==> config.mk <==
export PLATFORM = sky130hd
export DESIGN_NAME = bf_ldpc_decoder
export DESIGN_NICKNAME = d
export VERILOG_FILES = /design/src/rtl/bf_ldpc_pkg.sv /design/src/rtl/bf_syndrome.sv /design/src/rtl/bf_fail_count.sv /design/src/rtl/bf_flip_select.sv /design/src/rtl/bf_ldpc_decoder.sv
export SDC_FILE = /design/constraint.sdc
export NUM_CORES = 1
export LEC_CHECK = 0
export BUFFER_PORTS_ARGS = -buffer_cell sky130_fd_sc_hd__buf_4
export CAP_MARGIN = 20
export CORE_MARGIN = 2
export CORE_UTILIZATION = 31
export CTS_CLUSTER_DIAMETER = 60
export CTS_CLUSTER_SIZE = 28
export DETAILED_ROUTE_END_ITERATION = 10
export PLACE_DENSITY = 0.5
export SLEW_MARGIN = 5
export SYNTH_ARGS = -nofsm -noshare
export SYNTH_HDL_FRONTEND = slang
export SYNTH_HIERARCHICAL = 1
export SYNTH_SLANG_ARGS = --single-unit
==> constraint.sdc <==
create_clock -name clk -period 112.5 [get_ports clk]
set_clock_uncertainty 0.15 [all_clocks]
set_input_delay 16.875 -clock clk [delete_from_list [all_inputs] [get_ports clk]]
set_output_delay 16.875 -clock clk [all_outputs]
set_load 0.03 [all_outputs]
==> src/rtl/bf_ldpc_pkg.sv <==
package bf_ldpc_pkg;

  typedef enum logic [1:0] {
    S_IDLE = 2'd0,
    S_SYN  = 2'd1,
    S_CNT  = 2'd2,
    S_FLIP = 2'd3
  } bf_state_e;

  // Index into the concatenated first-row vector for entry (row, col).
  function automatic int rot_index(input int m, input int row, input int col);
    int blk;
    int c;
    blk = col / m;
    c   = col % m;
    return blk * m + ((c - row + m) % m);
  endfunction

endpackage

==> src/rtl/bf_syndrome.sv <==
module bf_syndrome #(
  parameter int M = 15,
  parameter int L = 2,
  parameter logic [M*L-1:0] FIRST_ROWS = '0,
  localparam int N = M * L
) (
  input  logic [N-1:0] word,
  output logic [M-1:0] syn
);
  import bf_ldpc_pkg::*;

  always_comb begin
    for (int j = 0; j < M; j++) begin
      logic acc;
      acc = 1'b0;
      for (int b = 0; b < N; b++) begin
        if (FIRST_ROWS[rot_index(M, j, b)]) acc = acc ^ word[b];
      end
      syn[j] = acc;
    end
  end
endmodule

==> src/rtl/bf_fail_count.sv <==
module bf_fail_count #(
  parameter int M = 15,
  parameter int L = 2,
  parameter logic [M*L-1:0] FIRST_ROWS = '0,
  localparam int N = M * L,
  localparam int CW = $clog2(M + 1)
) (
  input  logic [M-1:0]         syn,
  output logic [N-1:0][CW-1:0] cnt
);
  import bf_ldpc_pkg::*;

  for (genvar b = 0; b < N; b++) begin : g_col
    always_comb begin
      logic [CW-1:0] acc;
      acc = '0;
      for (int j = 0; j < M; j++) begin
        if (FIRST_ROWS[rot_index(M, j, b)]) acc = acc + {{(CW-1){1'b0}}, syn[j]};
      end
      cnt[b] = acc;
    end
  end
endmodule

==> src/rtl/bf_flip_select.sv <==
module bf_flip_select #(
  parameter int N = 30,
  parameter int CW = 4
) (
  input  logic [N-1:0][CW-1:0] cnt,
  output logic [N-1:0]         mask
);
  logic [CW-1:0] top;

  always_comb begin
    top = '0;
    for (int b = 0; b < N; b++) begin
      if (cnt[b] > top) top = cnt[b];
    end
  end

  for (genvar b = 0; b < N; b++) begin : g_sel
    assign mask[b] = (top != '0) && (cnt[b] == top);
  end
endmodule

==> src/rtl/bf_ldpc_decoder.sv <==
module bf_ldpc_decoder #(
  parameter int M = 15,
  parameter int L = 2,
  parameter int MAX_ITER = 10,
  parameter logic [M*L-1:0] FIRST_ROWS = {15'h000B, 15'h0221},
  localparam int N = M * L,
  localparam int CW = $clog2(M + 1),
  localparam int IW = $clog2(MAX_ITER + 1)
) (
  input  logic          clk,
  input  logic          rst,
  input  logic          load_en,
  input  logic [N-1:0]  load_word,
  input  logic          start,
  output logic          busy,
  output logic          done,
  output logic          dec_ok,
  output logic          dec_fail,
  output logic [IW-1:0] iters,
  output logic [N-1:0]  word_out
);
  import bf_ldpc_pkg::*;

  bf_state_e           state;
  logic [N-1:0]        word_q;
  logic [M-1:0]        syn_c, syn_q;
  logic [N-1:0][CW-1:0] cnt_c, cnt_q;
  logic [N-1:0]        flip_mask;
  logic [IW-1:0]       iter_q;

  bf_syndrome #(.M(M), .L(L), .FIRST_ROWS(FIRST_ROWS)) u_syn (
    .word(word_q), .syn(syn_c)
  );

  bf_fail_count #(.M(M), .L(L), .FIRST_ROWS(FIRST_ROWS)) u_cnt (
    .syn(syn_q), .cnt(cnt_c)
  );

  bf_flip_select #(.N(N), .CW(CW)) u_sel (
    .cnt(cnt_q), .mask(flip_mask)
  );

  always_ff @(posedge clk) begin
    if (rst) begin
      state    <= S_IDLE;
      word_q   <= '0;
      syn_q    <= '0;
      cnt_q    <= '0;
      iter_q   <= '0;
      busy     <= 1'b0;
      done     <= 1'b0;
      dec_ok   <= 1'b0;
      dec_fail <= 1'b0;
      iters    <= '0;
      word_out <= '0;
    end else begin
      done <= 1'b0;
      case (state)
        S_IDLE: begin
          if (load_en) word_q <= load_word;
          if (start) begin
            state    <= S_SYN;
            busy     <= 1'b1;
            iter_q   <= '0;
            dec_ok   <= 1'b0;
            dec_fail <= 1'b0;
          end
        end
        S_SYN: begin
          if (syn_c == '0 || iter_q == IW'(MAX_ITER)) begin
            state    <= S_IDLE;
            busy     <= 1'b0;
            done     <= 1'b1;
            dec_ok   <= (syn_c == '0);
            dec_fail <= (syn_c != '0);
            iters    <= iter_q;
            word_out <= word_q;
          end else begin
            syn_q <= syn_c;
            state <= S_CNT;
          end
        end
        S_CNT: begin
          cnt_q <= cnt_c;
          state <= S_FLIP;
        end
        S_FLIP: begin
          word_q <= word_q ^ flip_mask;
          iter_q <= iter_q + 1'b1;
          state  <= S_SYN;
        end
        default: state <= S_IDLE;
      endcase
    end
  end

  // a pass entered with failing checks always changes the word
  a_r3_pass_flips: assert property (@(posedge clk) disable iff (rst)
    (state == S_FLIP) |=> (word_q != $past(word_q)));

  // the three phases follow each other without stalls
  a_r4_cnt_to_flip: assert property (@(posedge clk) disable iff (rst)
    (state == S_CNT) |=> (state == S_FLIP));
  a_r4_flip_to_syn: assert property (@(posedge clk) disable iff (rst)
    (state == S_FLIP) |=> (state == S_SYN));

  // failure is only reported at the pass limit
  a_r5_fail_at_cap: assert property (@(posedge clk) disable iff (rst)
    $rose(dec_fail) |-> (iters == IW'(MAX_ITER)));

  // done is a single pulse and never overlaps busy
  a_r6_done_pulse: assert property (@(posedge clk) disable iff (rst)
    done |=> !done);
  a_r6_done_not_busy: assert property (@(posedge clk) disable iff (rst)
    done |-> !busy);

  // outcome flags are exclusive
  a_r9_flags_excl: assert property (@(posedge clk) disable iff (rst)
    !(dec_ok && dec_fail));

  // the working word only changes in a flip phase or an idle load
  a_r7_word_guard: assert property (@(posedge clk) disable iff (rst)
    (busy && state != S_FLIP) |=> $stable(word_q));

endmodule

==> qor.csv <==
metric;value;unit
hold_viol_final;0;
h-tree-depth;1;
ys.flop_type;dfxtp_1;
cts_tree;yes;
max_freq;20.9;MHz
arrival;48.20;ns
tns;0;ns
synthDistinctLibCells;120;
worst_pin_slew;1.10;ns
cap_violations;0;
synth-simple-area-share;17.3;%
rsz0062_at_grt;no;
first_iter_violations;842;
startpoint_type;flip-flop;
syn_area_per_cell;8.34;sq um
drtPass1Iterations;5;
crit_top_cell;ha_1;
grt_overflow_total;0;
max_stage_delay;0.74;ns
synth_xor_area_share;10.7;%
grt_pass1_vias;15409;
muxShareOfSynthArea;10.5;%
criticalPathCategory;flip-flop to flip-flop;
clockBufferDepth;3;
slew_violations;0;
fp.dieW;248;um
fin_area;20400;sq um
fill_cells;6162;
cp_top_family;compound AO/OA/AOI/OAI gates;
start_util;31.2;%
period_share;42.5;%
io_buffers;71;
dpl-instance-area;19300;sq um
routedWlPerCell;17.7;um
cts-buffers-inserted;30;
whs;0.333;ns
cp_data_required_time;112.88;ns
grt_use_total;17.2;%
drive_gt1_share;11.7;%
fin_util;34.6;%
regArea;4180;sq um
hold_class;flip-flop to flip-flop;
root_buffer;clkbuf_16;
area_delta_synth_final;10.7;%
finalSetupViolations;0;
num_vias;15882;
cts_setup_buffers;0;
clk_latency;0.61;ns
grt_pass1_wl;85.7;mm
crit_fanout;30;
synth-seq-cells;209;
crit_buf_inv;15;
synth_adder_area_share;9.01;%
syn_inst;2208;
dp_hpwl;39.2;mm
ant_nets;0;
route.detailed.drc;0;
gp_congestion;0.861;
drt_wl_total;53.3;mm
synth_top_family_by_area;compound AO/OA/AOI/OAI gates;
layout.nets;2352;
clk_pin_slew;0.07;ns
antenna_cells;0;
status;finished, final reports clean;
antenna_found_initial;0;
yosys_warnings;6;
slowest_stage;nor4_1;
cts_resized;0;
multi_input_area;13100;sq um
coreArea;58900;sq um
die_h;248;um
ys_async_sr_fraction;0;%
hold_buffers;0;
dieArea;61300;sq um
synth_edf_count;0;
synth_area;18400;sq um
rows;89;
io_pins;72;
vias_per_cell;5.27;
ys_seq_area_share;22.7;%
fin_crit;47.82;ns
crit_path_end_kind;flip-flop;
numClockSinks;209;
grt_max_degree;109;
synth_compound_area_share;22.3;%
relSlewSlack;26.8;%
## synth_stat cells, types with 11 or more instances
cell / n / area share [%]
nand2b_1: 15 / 0.51
buf_4: 67 / 2.7
mux2i_1: 152 / 8.3
o2bb2ai_1: 31 / 1.5
nor4_1: 12 / 0.41
a31oi_1: 25 / 0.85
fa_1: 30 / 3.3
nand3_1: 58 / 1.6
dfxtp_1: 209 / 23
nor4_2: 20 / 1.4
xnor2_1: 130 / 6.2
a21o_1: 15 / 0.61
buf_2: 18 / 0.49
nand2_1: 174 / 3.5
xor2_1: 56 / 2.7
clkbuf_1: 71 / 1.4
inv_1: 108 / 2.2
o21ai_1: 25 / 0.68
o21a_1: 16 / 0.65
nor2_1: 232 / 4.7
nor3_1: 25 / 0.68
o211ai_1: 16 / 0.65
and3_1: 11 / 0.37
ha_1: 74 / 5.0
a211oi_1: 13 / 0.53
a22oi_1: 35 / 1.4
a41oi_1: 12 / 0.57
and2_1: 19 / 0.65
o31ai_1: 11 / 0.45
o21ai_0: 125 / 3.4
xnor3_1: 15 / 1.8
a21oi_1: 89 / 2.4
maj3_1: 12 / 0.65
mux2_2: 34 / 2.1
## flip-flops by register name, indices dropped and copies added, names as in the netlist, 2 cells and up
name,flops
cnt_q,120
iter_q,4
iters,4
state,2
syn_q,15
word_out,30
word_q,30
## cells in the final DEF, fill, tap and decap left out, drive strengths merged, types with 17 or more instances in the layout
cell type,netlist,final
o2bb2ai,31,31
nor2,234,234
nor4,35,35
inv,109,116
nand2,175,175
dfxtp,209,209
a21oi,92,92
nand3,58,58
fa,30,30
xnor2,130,130
o21ai,152,152
buf,93,82
xor2,56,56
and2,22,22
nor3,28,28
a31oi,28,28
mux2,36,36
conb,1,58
mux2i,153,153
a22oi,35,35
a211oi,17,17
ha,74,74
clkbuf,72,30
## per-stage QoR
step | setup slack, ns | instances
3_3_place_gp | 66.41 | 2955
6_report | 64.68 | 3011
4_1_cts | 65.12 | 3011
3_5_place_dp | 65.30 | 2955
2_1_floorplan | 70.38 | 2265
5_1_grt | 60.84 | 3011
## per-layer routing
layer / global-route usage (%) / up-vias / part of all wire (%)
li1: - / 7883 / -
met3: 1.88 / 63 / 3.3
met5: 0 / - / 0
met1: 23.8 / 7681 / 49
met2: 28.9 / 255 / 47
met4: 3.22 / 0 / 1.5
## final timing paths
kind / from / to / slack, ns / cells after the start
max: cnt_q[1] / word_q[12] / 64.68 / 215
max reg2reg: cnt_q[1] / word_q[12] / 64.68 / 215
min: word_out[17] / word_out[17] / 0.33 / 2
min reg2reg: word_out[17] / word_out[17] / 0.33 / 2
## cell type report
cell class / instances / area share (%)
Inverter: 110 / 2.03
Clock inverter: 26 / 1.68
Timing Repair Buffer: 82 / 3.04
Sequential cell: 209 / 20.5
Multi-Input combinational cell: 1781 / 64.3
Clock buffer: 30 / 3.69
Tap cell: 773 / 4.75
## cell families (layout without fill, tap and decap cells)
| kind of cell | after synthesis | in the layout |
|---|---|---|
| simple gates | 642 | 642 |
| buf+inv | 275 | 248 |
| flops | 209 | 209 |
| fa+ha+maj | 117 | 117 |
| other cells | 1 | 58 |
| xor+xnor | 201 | 201 |
| mux | 189 | 189 |
| compound gates | 574 | 574 |
## worst min-delay path, cell delays in order (launching register included)
cell and delay [ns]:
dfxtp_1 0.31, o21ai_0 0.06, a21oi_1 0.06
Power is not shown: default switching activity piles up to over one toggle a cycle in this logic, so the estimate is an artifact.
